`config.mk`:
```
export PLATFORM = sky130hd
export DESIGN_NAME = nfc_cycle_timer
export DESIGN_NICKNAME = d
export VERILOG_FILES = /design/src/rtl/nfc_pkg.sv /design/src/rtl/nfc_cfg_regs.sv /design/src/rtl/nfc_rb_sync.sv /design/src/rtl/nfc_phase_seq.sv /design/src/rtl/nfc_pin_drive.sv /design/src/rtl/nfc_cycle_timer.sv
export SDC_FILE = /design/constraint.sdc
export NUM_CORES = 1
export LEC_CHECK = 0
export BUFFER_PORTS_ARGS = -buffer_cell sky130_fd_sc_hd__buf_2
export CORE_ASPECT_RATIO = 0.8
export CORE_MARGIN = 3
export CORE_UTILIZATION = 30
export DETAILED_ROUTE_END_ITERATION = 8
export HOLD_SLACK_MARGIN = 0.1
export PLACE_DENSITY = 0.45
export SLEW_MARGIN = 10
export SYNTH_ARGS = -nofsm -noshare
export SYNTH_HDL_FRONTEND = slang
export SYNTH_SLANG_ARGS = --single-unit
export TNS_END_PERCENT = 1
```
`constraint.sdc`:
```
create_clock -name clk -period 3.2 [get_ports clk]
set_input_delay 0.48 -clock clk [delete_from_list [all_inputs] [get_ports clk]]
set_output_delay 0.48 -clock clk [all_outputs]
set_load 0.005 [all_outputs]
```
`src/rtl/nfc_pkg.sv`:
```
// Shared types and word layouts for the NAND bus cycle timer.
// Assumes a single bank and one outstanding request at a time.
package nfc_pkg;

    localparam int PH_W  = 8;   // width of every phase count field
    localparam int DLY_W = 4;   // width of the latch-to-read delays
    localparam int CFG_W = 32;  // configuration word width

    // control word bit positions
    localparam int CTL_BANKRST = 0;
    localparam int CTL_WAITEN  = 1;
    localparam int CTL_ENABLE  = 2;
    localparam int CTL_NAND    = 3;
    localparam int CTL_WIDE    = 4;
    localparam int CTL_CLE_LSB = 9;
    localparam int CTL_ALE_LSB = 13;

    // timing word field positions
    localparam int TIM_SET_LSB = 0;
    localparam int TIM_STB_LSB = 8;
    localparam int TIM_HLD_LSB = 16;
    localparam int TIM_HIZ_LSB = 24;

    typedef enum logic [1:0] {
        OP_CMD  = 2'd0,
        OP_ADDR = 2'd1,
        OP_WR   = 2'd2,
        OP_RD   = 2'd3
    } op_kind_e;

    typedef enum logic [2:0] {
        PH_IDLE   = 3'd0,
        PH_SETUP  = 3'd1,
        PH_GAP    = 3'd2,
        PH_STROBE = 3'd3,
        PH_HOLD   = 3'd4,
        PH_HIZ    = 3'd5
    } phase_e;

    typedef struct packed {
        logic             bank_rst;
        logic             wait_en;
        logic             enable;
        logic             nand_sel;
        logic             wide;
        logic [DLY_W-1:0] cle_re;
        logic [DLY_W-1:0] ale_re;
    } ctrl_t;

    typedef struct packed {
        logic [PH_W-1:0] hiz;
        logic [PH_W-1:0] hold;
        logic [PH_W-1:0] strobe;
        logic [PH_W-1:0] setup;
    } timing_t;

endpackage

```
`src/rtl/nfc_cfg_regs.sv`:
```
// Control and timing registers, written through a one-bit addressed port.
// Assumes software writes them only while the bus is idle.
module nfc_cfg_regs
    import nfc_pkg::*;
(
    input  logic             clk,
    input  logic             rst_n,
    input  logic             cfg_we,
    input  logic             cfg_addr,
    input  logic [CFG_W-1:0] cfg_wdata,
    output ctrl_t            ctrl_o,
    output timing_t          timing_o
);

    ctrl_t   ctrl_q;
    timing_t timing_q;

    // unused control bits are discarded on write
    logic unused_cfg_bits;
    assign unused_cfg_bits = ^{cfg_wdata[CFG_W-1:CTL_ALE_LSB+DLY_W],
                               cfg_wdata[CTL_CLE_LSB-1:CTL_WIDE+1]};

    // register update on configuration writes
    always_ff @(posedge clk) begin
        if (!rst_n) begin
            ctrl_q   <= '0;
            timing_q <= '0;
        end else if (cfg_we) begin
            if (!cfg_addr) begin
                ctrl_q.bank_rst <= cfg_wdata[CTL_BANKRST];
                ctrl_q.wait_en  <= cfg_wdata[CTL_WAITEN];
                ctrl_q.enable   <= cfg_wdata[CTL_ENABLE];
                ctrl_q.nand_sel <= cfg_wdata[CTL_NAND];
                ctrl_q.wide     <= cfg_wdata[CTL_WIDE];
                ctrl_q.cle_re   <= cfg_wdata[CTL_CLE_LSB +: DLY_W];
                ctrl_q.ale_re   <= cfg_wdata[CTL_ALE_LSB +: DLY_W];
            end else begin
                timing_q.setup  <= cfg_wdata[TIM_SET_LSB +: PH_W];
                timing_q.strobe <= cfg_wdata[TIM_STB_LSB +: PH_W];
                timing_q.hold   <= cfg_wdata[TIM_HLD_LSB +: PH_W];
                timing_q.hiz    <= cfg_wdata[TIM_HIZ_LSB +: PH_W];
            end
        end
    end

    assign ctrl_o   = ctrl_q;
    assign timing_o = timing_q;

endmodule

```
`src/rtl/nfc_rb_sync.sv`:
```
// Brings the asynchronous ready/busy line into the clock domain.
// Assumes the line idles high (ready); busy is its synchronized inverse.
module nfc_rb_sync #(
    parameter int STAGES = 2
) (
    input  logic clk,
    input  logic rst_n,
    input  logic rb_n_i,
    output logic busy_o
);

    logic [STAGES-1:0] sync_q;

    // shift chain, reset to the ready level
    always_ff @(posedge clk) begin
        if (!rst_n) sync_q <= '1;
        else        sync_q <= {sync_q[STAGES-2:0], rb_n_i};
    end

    assign busy_o = ~sync_q[STAGES-1];


    busy_follow_chk: assert property (@(posedge clk) disable iff (!rst_n)
        $fell(sync_q[0]) |=> busy_o);

endmodule

```
`src/rtl/nfc_phase_seq.sv`:
```
// Phase sequencer: accepts one request, then walks setup, optional read
// delay, strobe, hold and (reads only) turnaround, each from its own count.
// Assumes timing is sampled at acceptance; a count of zero skips hold,
// delay and turnaround but setup and strobe always last at least one clock.
module nfc_phase_seq
    import nfc_pkg::*;
#(
    parameter int DATA_W = 16
) (
    input  logic              clk,
    input  logic              rst_n,
    input  ctrl_t             ctrl_i,
    input  timing_t           timing_i,
    input  logic              busy_i,
    input  logic              req_valid_i,
    input  logic [1:0]        req_kind_i,
    input  logic [DATA_W-1:0] req_wdata_i,
    output logic              req_ready_o,
    output phase_e            phase_o,
    output op_kind_e          kind_o,
    output logic [DATA_W-1:0] wdata_o,
    output logic              strobe_last_o
);

    localparam int PAD_W = PH_W - DLY_W;

    phase_e            phase_q;
    logic [PH_W-1:0]   cnt_q;
    op_kind_e          kind_q;
    op_kind_e          last_kind_q;
    logic [DATA_W-1:0] wdata_q;
    timing_t           tim_q;
    logic [DLY_W-1:0]  gap_q;

    logic             issue_ok;
    logic             accept;
    op_kind_e         req_kind;
    logic [DLY_W-1:0] gap_next;
    logic             cnt_done;

    // request gating
    assign req_kind    = op_kind_e'(req_kind_i);
    assign issue_ok    = ctrl_i.enable && ctrl_i.nand_sel && !ctrl_i.bank_rst
                         && !(ctrl_i.wait_en && busy_i);
    assign req_ready_o = (phase_q == PH_IDLE) && issue_ok;
    assign accept      = req_ready_o && req_valid_i;
    assign cnt_done    = (cnt_q == '0);

    // delay before a read strobe chosen by the previous cycle's kind
    always_comb begin
        gap_next = '0;
        if (req_kind == OP_RD) begin
            if (last_kind_q == OP_CMD)       gap_next = ctrl_i.cle_re;
            else if (last_kind_q == OP_ADDR) gap_next = ctrl_i.ale_re;
        end
    end

    // phase walk and counter reload
    always_ff @(posedge clk) begin
        if (!rst_n) begin
            phase_q     <= PH_IDLE;
            cnt_q       <= '0;
            kind_q      <= OP_WR;
            last_kind_q <= OP_WR;
            wdata_q     <= '0;
            tim_q       <= '0;
            gap_q       <= '0;
        end else if (ctrl_i.bank_rst) begin
            phase_q <= PH_IDLE;
            cnt_q   <= '0;
        end else begin
            case (phase_q)
                PH_IDLE: begin
                    if (accept) begin
                        kind_q      <= req_kind;
                        last_kind_q <= req_kind;
                        wdata_q     <= req_wdata_i;
                        tim_q       <= timing_i;
                        gap_q       <= gap_next;
                        cnt_q       <= timing_i.setup;
                        phase_q     <= PH_SETUP;
                    end
                end
                PH_SETUP: begin
                    if (!cnt_done) begin
                        cnt_q <= cnt_q - 1'b1;
                    end else if (gap_q != '0) begin
                        cnt_q   <= {{PAD_W{1'b0}}, gap_q - 1'b1};
                        phase_q <= PH_GAP;
                    end else begin
                        cnt_q   <= tim_q.strobe;
                        phase_q <= PH_STROBE;
                    end
                end
                PH_GAP: begin
                    if (!cnt_done) begin
                        cnt_q <= cnt_q - 1'b1;
                    end else begin
                        cnt_q   <= tim_q.strobe;
                        phase_q <= PH_STROBE;
                    end
                end
                PH_STROBE: begin
                    if (!cnt_done) begin
                        cnt_q <= cnt_q - 1'b1;
                    end else if (tim_q.hold != '0) begin
                        cnt_q   <= tim_q.hold - 1'b1;
                        phase_q <= PH_HOLD;
                    end else if (kind_q == OP_RD && tim_q.hiz != '0) begin
                        cnt_q   <= tim_q.hiz - 1'b1;
                        phase_q <= PH_HIZ;
                    end else begin
                        phase_q <= PH_IDLE;
                    end
                end
                PH_HOLD: begin
                    if (!cnt_done) begin
                        cnt_q <= cnt_q - 1'b1;
                    end else if (kind_q == OP_RD && tim_q.hiz != '0) begin
                        cnt_q   <= tim_q.hiz - 1'b1;
                        phase_q <= PH_HIZ;
                    end else begin
                        phase_q <= PH_IDLE;
                    end
                end
                PH_HIZ: begin
                    if (!cnt_done) cnt_q   <= cnt_q - 1'b1;
                    else           phase_q <= PH_IDLE;
                end
                default: phase_q <= PH_IDLE;
            endcase
        end
    end

    assign phase_o       = phase_q;
    assign kind_o        = kind_q;
    assign wdata_o       = wdata_q;
    assign strobe_last_o = (phase_q == PH_STROBE) && cnt_done;


    idle_stay_chk: assert property (@(posedge clk) disable iff (!rst_n)
        (phase_q == PH_IDLE && !(req_valid_i && req_ready_o)) |=> phase_q == PH_IDLE);


    strobe_len_chk: assert property (@(posedge clk) disable iff (!rst_n)
        (phase_q == PH_STROBE && !cnt_done && !ctrl_i.bank_rst) |=> phase_q == PH_STROBE);


    hiz_read_only_chk: assert property (@(posedge clk) disable iff (!rst_n)
        phase_q == PH_HIZ |-> kind_q == OP_RD);

endmodule

```
`src/rtl/nfc_pin_drive.sv`:
```
// Flash pin decode from the current phase and kind, plus read data capture.
// Assumes the phase input is registered so the pins change only after edges.
module nfc_pin_drive
    import nfc_pkg::*;
#(
    parameter int DATA_W = 16
) (
    input  logic              clk,
    input  logic              rst_n,
    input  logic              bank_rst_i,
    input  logic              wide_i,
    input  phase_e            phase_i,
    input  op_kind_e          kind_i,
    input  logic [DATA_W-1:0] wdata_i,
    input  logic              strobe_last_i,
    input  logic [DATA_W-1:0] dq_i,
    output logic              ce_n_o,
    output logic              cle_o,
    output logic              ale_o,
    output logic              we_n_o,
    output logic              re_n_o,
    output logic [DATA_W-1:0] dq_o,
    output logic              dq_oe_o,
    output logic              rd_valid_o,
    output logic [DATA_W-1:0] rd_data_o
);

    localparam int BYTE_W = 8;

    logic [DATA_W-1:0] lane_mask;
    logic              window;
    logic              is_read;
    logic              rd_valid_q;
    logic [DATA_W-1:0] rd_data_q;

    // lane mask: upper lanes cleared in byte mode
    generate
        if (DATA_W > BYTE_W) begin : g_wide_bus
            assign lane_mask = wide_i ? {DATA_W{1'b1}}
                                      : {{(DATA_W-BYTE_W){1'b0}}, {BYTE_W{1'b1}}};
        end else begin : g_byte_bus
            logic unused_wide;
            assign unused_wide = wide_i;
            assign lane_mask   = {DATA_W{1'b1}};
        end
    endgenerate

    // pin decode
    assign window  = (phase_i == PH_SETUP) || (phase_i == PH_GAP)
                  || (phase_i == PH_STROBE) || (phase_i == PH_HOLD);
    assign is_read = (kind_i == OP_RD);
    assign ce_n_o  = !window;
    assign cle_o   = window && (kind_i == OP_CMD);
    assign ale_o   = window && (kind_i == OP_ADDR);
    assign we_n_o  = !((phase_i == PH_STROBE) && !is_read);
    assign re_n_o  = !((phase_i == PH_STROBE) && is_read);
    assign dq_oe_o = window && !is_read;
    assign dq_o    = dq_oe_o ? (wdata_i & lane_mask) : '0;

    // read sample on the final strobe clock
    always_ff @(posedge clk) begin
        if (!rst_n || bank_rst_i) begin
            rd_valid_q <= 1'b0;
            rd_data_q  <= '0;
        end else begin
            rd_valid_q <= strobe_last_i && is_read;
            if (strobe_last_i && is_read) rd_data_q <= dq_i & lane_mask;
        end
    end

    assign rd_valid_o = rd_valid_q;
    assign rd_data_o  = rd_data_q;


    cle_ale_excl_chk: assert property (@(posedge clk) disable iff (!rst_n)
        !(cle_o && ale_o));


    one_strobe_chk: assert property (@(posedge clk) disable iff (!rst_n)
        !(!we_n_o && !re_n_o));


    oe_in_window_chk: assert property (@(posedge clk) disable iff (!rst_n)
        dq_oe_o |-> !ce_n_o);


    rdv_after_strobe_chk: assert property (@(posedge clk) disable iff (!rst_n)
        rd_valid_o |-> $past(strobe_last_i && is_read));

endmodule

```
`src/rtl/nfc_cycle_timer.sv`:
```
// Top of the NAND bus cycle timer: configuration registers, ready/busy
// synchronizer, phase sequencer and pin driver.
// Assumes one flash bank and a host that waits for req_ready.
module nfc_cycle_timer
    import nfc_pkg::*;
#(
    parameter int DATA_W   = 16,
    parameter int RB_STAGE = 2
) (
    input  logic              clk,
    input  logic              rst_n,
    input  logic              cfg_we,
    input  logic              cfg_addr,
    input  logic [CFG_W-1:0]  cfg_wdata,
    input  logic              req_valid,
    input  logic [1:0]        req_kind,
    input  logic [DATA_W-1:0] req_wdata,
    output logic              req_ready,
    output logic              rd_valid,
    output logic [DATA_W-1:0] rd_data,
    output logic              busy,
    output logic              nand_ce_n,
    output logic              nand_cle,
    output logic              nand_ale,
    output logic              nand_we_n,
    output logic              nand_re_n,
    output logic [DATA_W-1:0] nand_dq_o,
    output logic              nand_dq_oe,
    input  logic [DATA_W-1:0] nand_dq_i,
    input  logic              nand_rb_n
);

    ctrl_t             ctrl;
    timing_t           timing;
    phase_e            phase;
    op_kind_e          kind;
    logic [DATA_W-1:0] wdata;
    logic              strobe_last;

    nfc_cfg_regs u_cfg (
        .clk       (clk),
        .rst_n     (rst_n),
        .cfg_we    (cfg_we),
        .cfg_addr  (cfg_addr),
        .cfg_wdata (cfg_wdata),
        .ctrl_o    (ctrl),
        .timing_o  (timing)
    );

    nfc_rb_sync #(.STAGES(RB_STAGE)) u_rb (
        .clk    (clk),
        .rst_n  (rst_n),
        .rb_n_i (nand_rb_n),
        .busy_o (busy)
    );

    nfc_phase_seq #(.DATA_W(DATA_W)) u_seq (
        .clk           (clk),
        .rst_n         (rst_n),
        .ctrl_i        (ctrl),
        .timing_i      (timing),
        .busy_i        (busy),
        .req_valid_i   (req_valid),
        .req_kind_i    (req_kind),
        .req_wdata_i   (req_wdata),
        .req_ready_o   (req_ready),
        .phase_o       (phase),
        .kind_o        (kind),
        .wdata_o       (wdata),
        .strobe_last_o (strobe_last)
    );

    nfc_pin_drive #(.DATA_W(DATA_W)) u_pins (
        .clk           (clk),
        .rst_n         (rst_n),
        .bank_rst_i    (ctrl.bank_rst),
        .wide_i        (ctrl.wide),
        .phase_i       (phase),
        .kind_i        (kind),
        .wdata_i       (wdata),
        .strobe_last_i (strobe_last),
        .dq_i          (nand_dq_i),
        .ce_n_o        (nand_ce_n),
        .cle_o         (nand_cle),
        .ale_o         (nand_ale),
        .we_n_o        (nand_we_n),
        .re_n_o        (nand_re_n),
        .dq_o          (nand_dq_o),
        .dq_oe_o       (nand_dq_oe),
        .rd_valid_o    (rd_valid),
        .rd_data_o     (rd_data)
    );


    busy_gate_chk: assert property (@(posedge clk) disable iff (!rst_n)
        (busy && ctrl.wait_en && $past(busy)) |-> !(req_ready && nand_ce_n && $rose(nand_ce_n)));

endmodule

```
==> summary.md <==
| Metric | Value |
|---|---|
| Worst R2R Start | u_seq.cnt_q[0] |
| Initial antenna violation count | 0 |
| Worst reg2reg setup slack | 0.51 ns |
| # IOs | 113 |
| Mean post-synth cell area | 7.74 um2 |
| Port bufs | 112 |
| Clock network latency to the later pin of the worst-skew pair | 0.43 ns |
| HP Class | input port to flip-flop |
| HPWL Detailed | 13.7 mm |
| Synth area leader | dfxtp_1 |
| Final hold violations | 0 |
| Register area share after synthesis | 40.3% |
| Gr usage total | 17.2% |
| Tmin final | 2.85 ns |
| Antenna-violating nets left | 0 |
| Setup violators final | 0 |
| Worst-path clk slew | 0.06 ns |
| Register-to-Register Path Depth | 7 |
| Area contributors post-synth | dfxtp_1 (40%), nand2_1 (14%), a21boi_0 (11%) |
| Total CTS buffers | 17 |
| Placed Area | 6810 um2 |
| Dominant synthesized flop cell | dfxtp_1 |
| Full die area | 21,800 um2 |
| First-pass detailed-route iteration total | 5 |
| Yosys warnings | 0 |
| Mapped Area | 6000 um2 |
| Reg area | 2420 um2 |
| GRT overflow | 0 |
| Layout cells sized above 1 | 19.4% |
| Sink Count | 121 |
| CP max stage delay | 0.56 ns |
| DR vias | 5,608 |
| Max-slew violations | 0 |
| Synth async-reset ratio | 0% |
| Pleak | 2.94 nW |
| Largest net degree at the start of global routing | 94 |
| Wire per inst | 15.9 um |
| Area Overhead vs Synth | 25.0% |
| Vias in the first global route | 5,523 |
| Worst Hold Path Cells | 2 |
| CORE AREA | 19,300 um2 |
| Die X | 164 um |
| Synthesized flop and latch total | 121 |
| Critical path startpoint category | flip-flop |
| Fmax | 351 MHz |
| Antenna cells | 0 |
| Number of synthesized flops with an enable pin | 0 |
| Power Total | 4.40 mW |
| DRC Markers | 0 |
| Nets | 955 |
| WP data arrival | 2.37 ns |
| Initial drt markers | 421 |
| Fillers | 1,995 |
| Post-synth top area share | 40.3% |
| Multi-input logic area | 3330 um2 |
| Design area | 7510 um2 |
| Critical path required time | 2.72 ns |
| Max-Cap Viols | 0 |
| Power per cell area | 587 nW/um2 |
| Relative slew slack | 47.8% |
| WHS Endpoint | u_rb.sync_q[0] |
| TNS Setup | 0 ns |
| Distinct cell type count after synthesis | 60 |
| Vias per inst | 4.90 |
| Hold_sp | nand_rb_n |
| CP Max Fanout | 17 |
| Worst path slowest cell | dfxtp_1 |
| Status | complete, no violations |
| Crit path kind | flip-flop to output port |
| Worst-Margin Slew | 0.783 ns |
| H-tree depth | 4 |
| RR Endpoint | u_seq.cnt_q[3] |
| Met3 WL post-DR | 990 um |
| Worst vdd ir | 0.286 mV |
| Clock skew | 0.0122 ns |
| Clk root buf | clkbuf_16 |
| Die Y-Extent | 133 um |
| Routability cong. | 0.906 |
| Wire length on met1 | 9.26 mm |
| CP Capture Type | output port |
| DR top layer | met4 |
| Row count | 45 |
| CTS max path bufs | 2 |
| Post-synthesis cell count | 776 |
| First-pass GRT wire length | 29.6 mm |
| Cell chain of the critical path | clkinv_1, xnor2_1, a21oi_4, and3_1, buf_2 |
| CTS tree | built |
| Unrepaired setup endpoints after global routing | no |
| Met2 WL | 7.88 mm |
| Total Wirelength | 18.3 mm |
| Starting Density | 31.1% |
| Mapped Nets | 857 |
| Final Cycle Share | 88.9% |
-- Yosys cell counts (all sizes together) (3+ instances only) --
| cell type | number |
|---|---|
| or3b | 4 |
| inv | 14 |
| o21a | 3 |
| and2 | 10 |
| xor2 | 8 |
| buf | 13 |
| ha | 9 |
| xnor2 | 9 |
| a311oi | 5 |
| o21ai | 20 |
| nor3b | 7 |
| nand3 | 14 |
| a21boi | 87 |
| mux2i | 8 |
| nor2b | 6 |
| a21o | 3 |
| o221ai | 5 |
| and3 | 11 |
| nor4 | 3 |
| nand2b | 11 |
| a21oi | 41 |
| nor3 | 18 |
| nand2 | 227 |
| o22ai | 4 |
| o31ai | 3 |
| clkbuf | 37 |
| dfxtp | 121 |
| o211ai | 6 |
| a31oi | 5 |
| nor2 | 32 |
| a211oi | 4 |
-- what timing repair did --
| action | CTS | global route |
|---|---|---|
| setup buffers | 0 | 0 |
| hold buffers | 0 | 0 |
| gates cloned | 0 | 0 |
| pin swaps | 0 | 0 |
| resized for setup | 1 | 1 |
| setup endpoints to repair | 17 | 8 |
-- logic make-up after synthesis --
family / Yosys count / share of synthesized area (%)
AND/OR/NAND/NOR: 353 / 26.1
buffers and inverters: 65 / 4.48
XOR/XNOR: 17 / 2.48
adder cells (fa/ha/maj): 9 / 1.88
multiplexers: 8 / 1.33
AO/OA/AOI/OAI: 203 / 23.4
flip-flops: 121 / 40.3
-- cell type report --
class | instances | area share [%]
clock buffers | 17 | 5.67
flip-flops and latches | 121 | 32.3
well taps | 258 | 4.30
clock inverters | 15 | 3.48
inverters | 15 | 0.750
repair buffers | 129 | 9.17
multi-input cells | 590 | 44.4
-- power breakdown --
part           switching (mW)  internal [mW]
sequential             0.0360           1.55
clock                   0.757           1.48
combinational           0.370          0.212
-- sequential cells by signal, indices dropped and copies added (netlist names), 2 cells and up --
name	flops
u_seq.cnt_q	8
u_seq.phase_o	3
u_seq.wdata_o	16
u_seq.gap_q	4
u_seq.tim_q	24
u_seq.kind_o	2
u_pins.rd_data_o	16
u_rb.sync_q	2
u_cfg.timing_o	32
u_cfg.ctrl_o	13
-- critical path: cells and delay by family (launching register included) --
family,cells,cell delay (ns)
AO/OA/AOI/OAI,1,0.15
XOR/XNOR,1,0.49
buffers and inverters,2,0.47
flip-flops,1,0.56
AND/OR/NAND/NOR,1,0.26
-- stage by stage --
stage / hold WS [ns] / cells / worst slack [ns] / utilization, %
after CTS: 0.219 / 1145 / 0.210 / 38.8
after detailed placement: 0.399 / 1113 / 0.313 / 35.3
after global placement: 0.391 / 1113 / 0.451 / 35.3
after global routing: 0.242 / 1145 / 0.144 / 38.9
final: 0.234 / 1145 / 0.354 / 38.9
after floorplan: 0.386 / 776 / 1.04 / -
-- cells in the final DEF (no fill, tap or decap), types with 3 or more instances in the layout --
cell type	n
bufinv_16	6
nand2_1	227
a311oi_1	4
or3b_2	4
buf_2	112
mux2i_1	8
o211ai_1	6
buf_4	17
nor2b_1	6
a21o_1	3
dfxtp_1	121
nand3_1	13
xnor2_1	9
nor3b_1	7
a31oi_1	5
o22ai_1	4
o31ai_1	3
o21a_1	3
a211oi_1	4
clkinv_4	3
clkbuf_16	17
inv_1	14
nor2_1	31
and3_1	11
inv_6	5
ha_1	9
o221ai_1	5
and2_1	10
a21oi_1	40
a21boi_0	87
nand2b_1	11
nor3_1	18
xor2_1	8
o21ai_0	19
-- how the worst max path moves through the flow --
| stage | cells past startpoint | end | slack [ns] | from |
|---|---|---|---|---|
| floorplan | 10 | u_seq.cnt_q[0] | 1.04 | u_seq.cnt_q[0] |
| global placement | 5 | nand_dq_o[13] | 0.45 | u_seq.phase_o[2] |
| detailed placement | 5 | nand_dq_o[10] | 0.31 | u_seq.phase_o[2] |
| CTS | 5 | nand_dq_o[10] | 0.21 | u_seq.phase_o[2] |
| global route | 5 | nand_dq_o[10] | 0.14 | u_seq.phase_o[2] |
| finish | 5 | nand_dq_o[10] | 0.35 | u_seq.phase_o[2] |
-- per-layer routing --
layer  vias up  global-route usage, %
li1       2862                      -
met1      2600                   24.9
met2       135                   25.5
met3        11                   4.35
met4         0                   4.09
met5         -                      0
No activity file was read; power rests on OpenSTA's default activity.
